[src/rtl/dram_init_pkg.sv]
`timescale 1ns/1ps
package dram_init_pkg;

  localparam int STEP_W = 4;

  localparam logic [1:0] KIND_DDR2 = 2'd0;
  localparam logic [1:0] KIND_LP1  = 2'd1;
  localparam logic [1:0] KIND_LP2  = 2'd2;
  localparam logic [1:0] KIND_BAD  = 2'd3;

  localparam logic [3:0] OP_MRS  = 4'd0;
  localparam logic [3:0] OP_PALL = 4'd1;
  localparam logic [3:0] OP_REFA = 4'd5;
  localparam logic [3:0] OP_NOP  = 4'd7;
  localparam logic [3:0] OP_MRR  = 4'd9;

  typedef enum logic [1:0] {ST_IDLE, ST_ISSUE, ST_POLL} seq_state_e;

  // number of entries in each family's per-chip script
  function automatic logic [STEP_W-1:0] script_len(input logic [1:0] kind);
    case (kind)
      KIND_DDR2: script_len = STEP_W'(12);
      KIND_LP1:  script_len = STEP_W'(5);
      default:   script_len = STEP_W'(3);
    endcase
  endfunction

  function automatic logic [31:0] pack_cmd(input logic [3:0] op, input logic chip,
                                           input logic [2:0] bank, input logic [15:0] row);
    pack_cmd = {4'd0, op, 3'd0, chip, 1'b0, bank, row};
  endfunction

endpackage

[src/rtl/dram_init_script.sv]
`timescale 1ns/1ps
module dram_init_script
  import dram_init_pkg::*;
#(
  parameter int WR_CYC     = 3,
  parameter int CAS_LAT    = 3,
  parameter int BURST_CODE = 2
) (
  input  logic [1:0]        kind,
  input  logic [STEP_W-1:0] step,
  input  logic              chip,
  output logic [31:0]       word
);

  localparam logic [15:0] MR_PLAIN = 16'((WR_CYC - 1) * 512 + CAS_LAT * 16 + BURST_CODE);
  localparam logic [15:0] MR_DLLRST = MR_PLAIN | 16'h0100;
  localparam logic [15:0] EMR_BASE  = 16'h0400;
  localparam logic [15:0] EMR_OCD   = 16'h0780;

  logic [3:0]  op;
  logic [2:0]  bank;
  logic [15:0] row;

  always_comb begin
    op   = OP_NOP;
    bank = 3'd0;
    row  = 16'd0;
    case (kind)
      KIND_DDR2: begin
        case (step)
          4'd0:  op = OP_NOP;
          4'd1:  op = OP_PALL;
          4'd2:  begin op = OP_MRS; bank = 3'd2; end
          4'd3:  begin op = OP_MRS; bank = 3'd3; end
          4'd4:  begin op = OP_MRS; bank = 3'd1; row = EMR_BASE; end
          4'd5:  begin op = OP_MRS; row = MR_DLLRST; end
          4'd6:  op = OP_PALL;
          4'd7:  op = OP_REFA;
          4'd8:  op = OP_REFA;
          4'd9:  begin op = OP_MRS; row = MR_PLAIN; end
          4'd10: begin op = OP_MRS; bank = 3'd1; row = EMR_OCD; end
          default: begin op = OP_MRS; bank = 3'd1; row = EMR_BASE; end
        endcase
      end
      KIND_LP1: begin
        case (step)
          4'd0:  op = OP_PALL;
          4'd1:  op = OP_REFA;
          4'd2:  op = OP_REFA;
          4'd3:  begin op = OP_MRS; row = MR_PLAIN; end
          default: begin op = OP_MRS; bank = 3'd1; row = EMR_BASE; end
        endcase
      end
      default: begin
        case (step)
          4'd0:  op = OP_NOP;
          4'd1:  begin op = OP_MRS; row = MR_PLAIN; end
          default: op = OP_MRR;
        endcase
      end
    endcase
    word = pack_cmd(op, chip, bank, row);
  end

endmodule

[src/rtl/dram_init_poll.sv]
`timescale 1ns/1ps
module dram_init_poll #(
  parameter int LIMIT = 1024
) (
  input  logic clk,
  input  logic rst,
  input  logic clear,
  input  logic tick,
  output logic expired
);

  localparam int CW = $clog2(LIMIT + 1);

  logic [CW-1:0] cnt_q;

  always_ff @(posedge clk) begin
    if (rst || clear) cnt_q <= '0;
    else if (tick)    cnt_q <= cnt_q + 1'b1;
  end

  assign expired = tick && (cnt_q == CW'(LIMIT - 1));

endmodule

[src/rtl/dram_init_seq.sv]
`timescale 1ns/1ps
module dram_init_seq
  import dram_init_pkg::*;
#(
  parameter int WR_CYC     = 3,
  parameter int CAS_LAT    = 3,
  parameter int BURST_CODE = 2,
  parameter int POLL_LIMIT = 1024
) (
  input  logic        clk,
  input  logic        rst,
  input  logic        start_i,
  input  logic [1:0]  mem_kind_i,
  input  logic        dual_cs_i,
  output logic        cmd_valid_o,
  input  logic        cmd_ready_i,
  output logic [31:0] cmd_word_o,
  input  logic        mr_busy_i,
  output logic        busy_o,
  output logic        done_o,
  output logic        err_o
);

  seq_state_e        state_q;
  logic [1:0]        kind_q;
  logic              dual_q;
  logic [STEP_W-1:0] step_q;
  logic              chip_q;
  logic [31:0]       word_q;
  logic              done_q;
  logic              err_q;

  logic              at_last, to_chip1, finish, poll_step, advance;
  logic [STEP_W-1:0] nxt_step, ld_step;
  logic              nxt_chip, ld_chip;
  logic [1:0]        ld_kind;
  logic [31:0]       rom_word;
  logic              poll_tick, poll_clear, poll_expired;

  always_comb begin
    at_last   = (step_q == script_len(kind_q) - 1'b1);
    to_chip1  = at_last && !chip_q && dual_q;
    finish    = at_last && !to_chip1;
    nxt_step  = at_last ? '0 : step_q + 1'b1;
    nxt_chip  = to_chip1 ? 1'b1 : chip_q;
    poll_step = (kind_q == KIND_LP2) && at_last;
    advance   = ((state_q == ST_ISSUE) && cmd_ready_i && !poll_step) ||
                ((state_q == ST_POLL) && !mr_busy_i);
    ld_kind   = (state_q == ST_IDLE) ? mem_kind_i : kind_q;
    ld_step   = (state_q == ST_IDLE) ? '0 : nxt_step;
    ld_chip   = (state_q == ST_IDLE) ? 1'b0 : nxt_chip;
    poll_tick  = (state_q == ST_POLL) && mr_busy_i;
    poll_clear = advance || ((state_q == ST_IDLE) && start_i);
  end

  dram_init_script #(
    .WR_CYC(WR_CYC), .CAS_LAT(CAS_LAT), .BURST_CODE(BURST_CODE)
  ) i_script (
    .kind(ld_kind), .step(ld_step), .chip(ld_chip), .word(rom_word)
  );

  dram_init_poll #(.LIMIT(POLL_LIMIT)) i_poll (
    .clk(clk), .rst(rst), .clear(poll_clear), .tick(poll_tick), .expired(poll_expired)
  );

  always_ff @(posedge clk) begin
    if (rst) begin
      state_q <= ST_IDLE;
      kind_q  <= KIND_DDR2;
      dual_q  <= 1'b0;
      step_q  <= '0;
      chip_q  <= 1'b0;
      word_q  <= '0;
      done_q  <= 1'b0;
      err_q   <= 1'b0;
    end else begin
      case (state_q)
        ST_IDLE: begin
          if (start_i) begin
            done_q <= 1'b0;
            if (mem_kind_i == KIND_BAD) begin
              err_q <= 1'b1;
            end else begin
              err_q   <= 1'b0;
              kind_q  <= mem_kind_i;
              dual_q  <= dual_cs_i;
              step_q  <= '0;
              chip_q  <= 1'b0;
              word_q  <= rom_word;
              state_q <= ST_ISSUE;
            end
          end
        end
        default: begin
          if (advance) begin
            if (finish) begin
              done_q  <= 1'b1;
              state_q <= ST_IDLE;
            end else begin
              step_q  <= nxt_step;
              chip_q  <= nxt_chip;
              word_q  <= rom_word;
              state_q <= ST_ISSUE;
            end
          end else if (state_q == ST_ISSUE) begin
            if (cmd_ready_i) state_q <= ST_POLL;
          end else if (poll_expired) begin
            err_q   <= 1'b1;
            state_q <= ST_IDLE;
          end else begin
            state_q <= ST_ISSUE;
          end
        end
      endcase
    end
  end

  assign cmd_valid_o = (state_q == ST_ISSUE);
  assign cmd_word_o  = word_q;
  assign busy_o      = (state_q != ST_IDLE);
  assign done_o      = done_q;
  assign err_o       = err_q;

endmodule

[config.mk]
export PLATFORM = sky130hd
export DESIGN_NAME = dram_init_seq
export DESIGN_NICKNAME = d
export VERILOG_FILES = /design/src/rtl/dram_init_pkg.sv /design/src/rtl/dram_init_script.sv /design/src/rtl/dram_init_poll.sv /design/src/rtl/dram_init_seq.sv
export SDC_FILE = /design/constraint.sdc
export NUM_CORES = 1
export LEC_CHECK = 0
export BUFFER_PORTS_ARGS = -buffer_cell sky130_fd_sc_hd__buf_2
export CAP_MARGIN = 0
export CORE_UTILIZATION = 59
export CTS_CLUSTER_DIAMETER = 150
export DETAILED_ROUTE_END_ITERATION = 10
export PLACE_DENSITY = 0.85
export RECOVER_POWER = 100
export SLEW_MARGIN = 40
export SYNTH_ARGS = -nofsm -noshare
export SYNTH_HDL_FRONTEND = slang
export SYNTH_SLANG_ARGS = --single-unit
export TNS_END_PERCENT = 5
[constraint.sdc]
create_clock -name clk -period 4.7 [get_ports clk]
set_input_delay 0.235 -clock clk [delete_from_list [all_inputs] [get_ports clk]]
set_output_delay 0.235 -clock clk [all_outputs]
set_load 0.05 [all_outputs]
==> results of run 1 <==
==> Yosys cell counts, types with 2 or more instances <==
cell type,instances,area (um^2)
a21oi_1,10,50.05
a2111oi_0,2,17.52
a31oi_1,2,12.51
a211oi_1,5,37.54
and2_1,2,12.51
inv_1,4,15.01
nor3_1,9,45.04
o21a_1,2,15.01
nor2_1,37,138.9
a21oi_2,4,35.03
clkbuf_1,7,26.28
nand2_1,21,78.83
nor3b_1,4,30.03
or3b_1,2,17.52
o22ai_1,3,18.77
a21o_1,2,15.01
o21ai_0,5,25.02
buf_2,7,35.03
o32ai_1,2,17.52
nand3_1,7,35.03
or3_1,2,12.51
xnor2_1,5,43.79
buf_4,22,165.2
ha_1,2,25.02
nand3b_1,2,15.01
nand4_1,7,43.79
and3b_1,2,17.52
nand2b_1,3,18.77
xor2_1,9,78.83
nor2b_1,7,43.79
mux2i_1,4,40.04
dfxtp_1,33,660.6
==> layer usage <==
metal | share of wire (%) | track usage [%] | vias up
met1 | 47 | 32.35 | 871
met3 | 6.7 | 6.513 | 11
met5 | 0 | 0 | -
li1 | - | - | 917
met2 | 45 | 37.33 | 80
met4 | 1.7 | 10.48 | 0
==> stage by stage <==
step / util [%] / area [um^2]
after global routing: 62.87 / 2115
after CTS: 63.99 / 2152
after detailed placement: 62.46 / 2101
after floorplan: - / 2156
after global placement: 62.46 / 2101
final: 62.87 / 2115
==> registers in the layout, indices dropped and copies added, names as in the netlist <==
register,cells
cmd_word_o,11
i_poll.cnt_q,11
step_q,4
kind_q,2
state_q,2
done_o,1
dual_q,1
err_o,1
==> logic make-up (layout without fill, tap and decap cells) <==
family | Yosys count | count (layout) | synth area share [%]
AO/OA/AOI/OAI | 51 | 51 | 17.46
flip-flops | 33 | 33 | 31.58
other | 1 | 18 | 0.1793
multiplexers | 4 | 4 | 1.914
AND/OR/NAND/NOR | 117 | 117 | 29.55
adder cells (fa/ha/maj) | 2 | 2 | 1.196
XOR/XNOR | 14 | 14 | 5.861
buffers and inverters | 42 | 38 | 12.26
==> layout by cell type (no fill, tap or decap), types with 9 or more instances in the layout <==
master	synthesis	routed
a21oi_1	10	12
nor2_1	37	38
xor2_1	9	9
clkbuf_1	7	19
conb_1	1	18
dfxtp_1	33	33
nand2_1	21	21
nor3_1	9	9
==> power by group through the flow <==
stage	Combinational, uW	Clock, uW	Sequential, uW
2_1_floorplan	120	0	319
3_3_place_gp	144	0	304
3_5_place_dp	146	0	304
4_1_cts	146	152	298
5_1_grt	153	164	300
6_report	144	148	298
==> path summary, 6_finish.rpt <==
| path | slack [ns] | endpoint | cells after the start |
|---|---|---|---|
| max | 1.85 | step_q[2] | 6 |
| min | 0.13 | dual_q | 3 |
| max reg2reg | 1.85 | step_q[2] | 6 |
| min reg2reg | 0.46 | cmd_word_o[17] | 2 |
==> cell type report <==
| type | instances | area, um^2 | share of cell area [%] |
|---|---|---|---|
| inverter | 5 | 18.77 | 0.8876 |
| clock buffer | 6 | 41.29 | 1.953 |
| tap | 46 | 57.56 | 2.722 |
| multi-input combinational | 206 | 1224 | 57.87 |
| timing repair buffer | 25 | 102.6 | 4.852 |
| sequential | 33 | 660.6 | 31.24 |
| clock inverter | 2 | 10.01 | 0.4734 |
==> worst reg2reg max path, cell delays in order, from the launching register on <==
cell,delay [ns]
dfxtp_1,0.62
nor3b_1,0.37
nor3b_1,0.36
o21ai_0,0.18
a21oi_1,0.89
o21ai_0,0.21
o41ai_1,0.11
==> run_results.csv, run 1 <==
group,metric,value,unit
power,clkPwrFrac,25.1,%
job,maxCapViolations,0,
timing,finClkSkew,0.01211,ns
timing,final.min_clock_period,2.854,ns
routing,vias,1879,
run_status,status,"finished clean",
power,ir_drop,293.0,uV
critical_path,cp.required,4.91,ns
timing,fmax,350.4,MHz
worst_hold_path,hold_class,"in2reg",
die,initial_core_util,62.20,%
routing,wl_per_cell,13.33,um
power,powerDensity,278.9,nW/um^2
cts,htreeDepth,2,
grt,grt_overflow,0,
grt,grt_pass1_vias,1567,
critical_path,crit_start,"step_q[1]",
cells_and_area,antenna_cells,0,
grt,grt_max_degree,27,
critical_path,slowest_stage,"a21oi_1",
synthesis,synth_edf_count,0,
power,switchingPower,216.7,uW
placed_design,pre_cts_ws,2.161,ns
synthesis,ys_async_sr_fraction,0,%
power,p_seq_share,50.5,%
timing,setup_tns,0,ns
worst_hold_path,min-delay-start,"dual_cs_i",
timing,slew_headroom,26.66,%
cells_and_area,synthToLayoutAreaGrowth,1.077,%
critical_path,cpPeakStageDelay,0.89,ns
placed_design,hpwlAfterDp,3099,um
cells_and_area,drive_gt1_share,8.664,%
power,p_leak,0.0007878,uW
synthesis,netlist_area,2092,um^2
timing,holdWs,0.1318,ns
placed_design,io_buffers,25,
cts,clkTransAtPathRegs,0.10,ns
cts,cts_buffers,5,
synthesis,synthFlopType,"dfxtp_1",
critical_path,path_cells,"nor3b_1 -> nor3b_1 -> o21ai_0 -> a21oi_1 -> o21ai_0 -> o41ai_1",
cts,cts_buffer_depth,2,
synthesis,ys_ff_latch,33,
critical_path,cp.arrival,3.07,ns
die,chipHeight,61.55,um
critical_path,worst_setup_path_start_kind,"flop",
critical_path,path_max_fanout,14,
cells_and_area,fin_nets,286,
timing,setup_ws,1.846,ns
die,rows,21,
cts,postCtsResizedCells,0,
cells_and_area,stdcell_count,323,
placed_design,dp_cells,315,
die,boundaryPins,44,
timing,worstMarginPinSlew,1.100,ns
timing,final-max-slew-violation-count,0,
die,dieArea,3788,um^2
cts,post_cts_buffers,0,
routing,vias_per_cell,5.817,
cts,cts-root-buf,"clkbuf_4",
grt,gr-usage-all-layers,24.41,%
critical_path,end_kind,"flop",
synthesis,yosysUniqueCellTypes,61,
routing,ant_nets,0,
power,p_sw_share,36.74,%
placed_design,globalplace.congestion,0.8886,
critical_path,cp.buffers_inverters,0,
routing,initialDrtViolationCount,120,
power,power,589.8,uW
critical_path,worstReg2RegStart,"step_q[1]",
routing,drtPass1Iterations,5,
cts,cts_sinks,33,
timing,rsz0062_at_grt,"false",
die,die_w,61.55,um
grt,antenna_found_initial,0,
timing,timing.final.crit_share,60.73,%
critical_path,crit_family,"compound AO/OA/AOI/OAI gates",
critical_path,path_class,"reg2reg",
synthesis,synthCells,264,
synthesis,postSynthAreaPerCell,7.924,um^2
cts,cts_hold_buf,0,
cts,clock_latency,0.33,ns
cts,cts_tree,"built",
power,p_comb_share,24.4,%
routing,drc,0,
routing,routed_wl,4305,um
timing,hold_viol_final,0,
die,coreArea,3363,um^2
cells_and_area,nFillCells,332,
synthesis,yosysSeqAreaShare,31.58,%
timing,setup_viol,0,
power,internal_power,373.2,uW
synthesis,yosysWarnings,0,
grt,grt_pass1_wl,6796,um
Note: power is estimated with default switching activity, not from simulation.
==> run 2, diff against run 1 <==
--- a/config.mk
+++ b/config.mk
@@ -5,12 +5,13 @@
 export SDC_FILE = /design/constraint.sdc
 export NUM_CORES = 1
 export LEC_CHECK = 0
+export ABC_AREA = 1
 export BUFFER_PORTS_ARGS = -buffer_cell sky130_fd_sc_hd__buf_2
 export CAP_MARGIN = 0
-export CORE_UTILIZATION = 59
+export CORE_UTILIZATION = 54
 export CTS_CLUSTER_DIAMETER = 150
 export DETAILED_ROUTE_END_ITERATION = 10
-export PLACE_DENSITY = 0.85
+export PLACE_DENSITY = 0.79
 export RECOVER_POWER = 100
 export SLEW_MARGIN = 40
 export SYNTH_ARGS = -nofsm -noshare
==> constraint.sdc (replaced) <==
create_clock -name clk -period 2.79 [get_ports clk]
set_input_delay 0.1395 -clock clk [delete_from_list [all_inputs] [get_ports clk]]
set_output_delay 0.1395 -clock clk [all_outputs]
set_load 0.05 [all_outputs]
==> run 2 against run 1 <==
Sequential power up 76%. Via count down 1.4%. Maximum frequency up 20%. Largest power group unchanged. Critical endpoint is now cmd_word_o[5]. Register-to-register slack worse by 1.4 ns. Clock skew down 0.011 ns.
==> run_results.csv, run 2 <==
group,metric,value,unit
cells_and_area,drive_gt1_share,14.60,%
cts,postCtsResizedCells,0,
cts,cts_hold_buf,0,
critical_path,path_max_fanout,24,
synthesis,ys_async_sr_fraction,0,%
cts,cts_tree,"built",
synthesis,synth_top_area_share,31.98,%
critical_path,cp.required,2.96,ns
cts,cts_buffers,5,
worst_hold_path,hold_class,"in2reg",
cts,post_cts_buffers,0,
cells_and_area,synthToLayoutAreaGrowth,4.119,%
placed_design,pre_cts_ws,0.6862,ns
placed_design,io_buffers,25,
grt,grt_max_degree,25,
timing,fmax,419.2,MHz
timing,final.min_clock_period,2.385,ns
placed_design,globalplace.congestion,0.9102,
grt,antenna_found_initial,0,
cells_and_area,antenna_cells,0,
synthesis,postSynthAreaPerCell,7.050,um^2
cts,cts-root-buf,"clkbuf_8",
grt,gr-usage-all-layers,21.73,%
cells_and_area,multi_input_area,1114,um^2
synthesis,synthCells,293,
die,initial_core_util,56.43,%
cells_and_area,final_common_cell,"nand2_1",
synthesis,ys_ff_latch,33,
critical_path,end_kind,"flop",
cells_and_area,fin_nets,324,
die,die_w,63.85,um
timing,timing.final.crit_share,85.49,%
cts,clkTransAtPathRegs,0.07,ns
critical_path,path_class,"reg2reg",
timing,slew_headroom,37.68,%
routing,initialDrtViolationCount,118,
power,p_leak,0.0009684,uW
cells_and_area,nFillCells,368,
routing,drc,0,
synthesis,synth_most_common_cell,"nand2_1",
power,power,1236,uW
timing,setup_tns,0,ns
routing,vias,1853,
routing,routed_wl,4028,um
grt,grt_overflow,0,
synthesis,yosysUniqueCellTypes,37,
synthesis,synth_edf_count,0,
timing,finClkSkew,0.001442,ns
timing,setup_ws,0.4047,ns
die,coreArea,3661,um^2
synthesis,synth_area_leaders,"dfxtp_1 (32%), nand2_1 (9.3%), buf_4 (8.0%)",
cells_and_area,regArea,660.6,um^2
synthesis,yosysTopAreaCell,"dfxtp_1",
die,chipHeight,63.85,um
synthesis,synth_common_cells,"nand2_1 (51), dfxtp_1 (33), nor2_1 (33), inv_1 (28), buf_4 (22)",
run_status,status,"finished clean",
cts,clock_latency,0.28,ns
timing,final-max-slew-violation-count,0,
placed_design,hpwlAfterDp,3027,um
synthesis,yosysSeqAreaShare,31.98,%
synthesis,synthFlopType,"dfxtp_1",
grt,grt_pass1_vias,1669,
cts,cts_sinks,33,
cells_and_area,most-common-layout-cells,"nand2_1 (52), nor2_1 (34), dfxtp_1 (33)",
cts,htreeDepth,2,
routing,ant_nets,0,
timing,rsz0062_at_grt,"false",
die,rows,22,
job,maxCapViolations,0,
routing,drtPass1Iterations,4,
die,dieArea,4077,um^2
synthesis,yosysWarnings,0,
critical_path,cp.arrival,2.56,ns
routing,wl_per_cell,11.10,um
critical_path,worst_setup_path_start_kind,"flop",
die,boundaryPins,44,
timing,hold_viol_final,0,
grt,grt_pass1_wl,7113,um
cts,cts_buffer_depth,2,
power,powerDensity,574.6,nW/um^2
power,ir_drop,373.6,uV
routing,vias_per_cell,5.105,
timing,worstMarginPinSlew,0.9313,ns
timing,setup_viol,0,
synthesis,netlist_area,2066,um^2
[run 2: cell types whose count changed after synthesis, moves of 5 or more]
cell     previous run  this run
nor3_1              9         1
xor2_1              9         4
xnor2_1             5         0
o21ai_1             1         6
inv_2               1         7
o21ai_0             5        16
buf_2               7         0
nand3_1             7        21
inv_1               4        28
a21oi_1            10        15
nand2_1            21        51
nor2b_1             7         0
nand2_2             0         8
[run 2: logic make-up (layout without fill, tap and decap cells)]
family                     Yosys count  after routing  synth area share [%]
and+or+nand+nor                    144            144                 35.25
buffers and inverters               63             68                 16.54
DFF                                 33             33                 31.98
other                                1             18                0.1815
adders and majority gates            2              2                 1.211
xor gates and xnor gates             4              4                 1.696
AOI/OAI and AO/OA                   46             46                 13.14
[run 2: per-stage QoR]
step	std cells	hold WS [ns]	instance area [um^2]	util, %
floorplan	310	0.2782	2130	-
global route	363	0.1411	2151	58.75
detailed placement	355	0.4104	2105	57.48
finish	363	0.1203	2151	58.75
CTS	363	0.1137	2187	59.74
global placement	355	0.4053	2105	57.48
[run 2: final cells by class]
cell class                 count  area share [%]
sequential                    33           30.72
timing repair buffer          25           4.770
clock buffer                   6           3.374
clock inverter                 2          0.4654
multi-input combinational    214           51.77
tap                           48           2.792
inverter                      35           6.108
[run 2: critical path: stages (launching register included)]
cell	delay, ns
dfxtp_1	0.39
nor2_1	0.73
nand2_2	0.17
inv_1	0.13
nand2_1	0.15
nand2_2	0.36
nand3_1	0.15
nor2_1	0.14
nor2_1	0.05
[run 2: path summary, 6_finish.rpt]
path,endpoint,slack [ns],cells past startpoint,from
hold / removal,dual_q,0.12,3,dual_cs_i
setup / recovery,cmd_word_o[5],0.40,8,state_q[1]
setup reg to reg,cmd_word_o[5],0.40,8,state_q[1]
hold reg to reg,done_o,0.48,2,done_o
[run 2: routing by layer]
layer,track usage (%),routed length (um),vias to the layer above
li1,-,-,948
met1,29.50,1994,834
met2,33.91,1754,67
met3,4.643,252,4
met4,7.386,27,0
met5,0,0,-
[run 2: where the power goes]
| part | switching, uW | leakage [uW] | internal [uW] |
|---|---|---|---|
| logic | 296 | 0.000654 | 76.2 |
| registers | 22.7 | 0.000270 | 501 |
| clock network | 168 | 0.0000450 | 173 |
| total | 487 | 0.000968 | 749 |
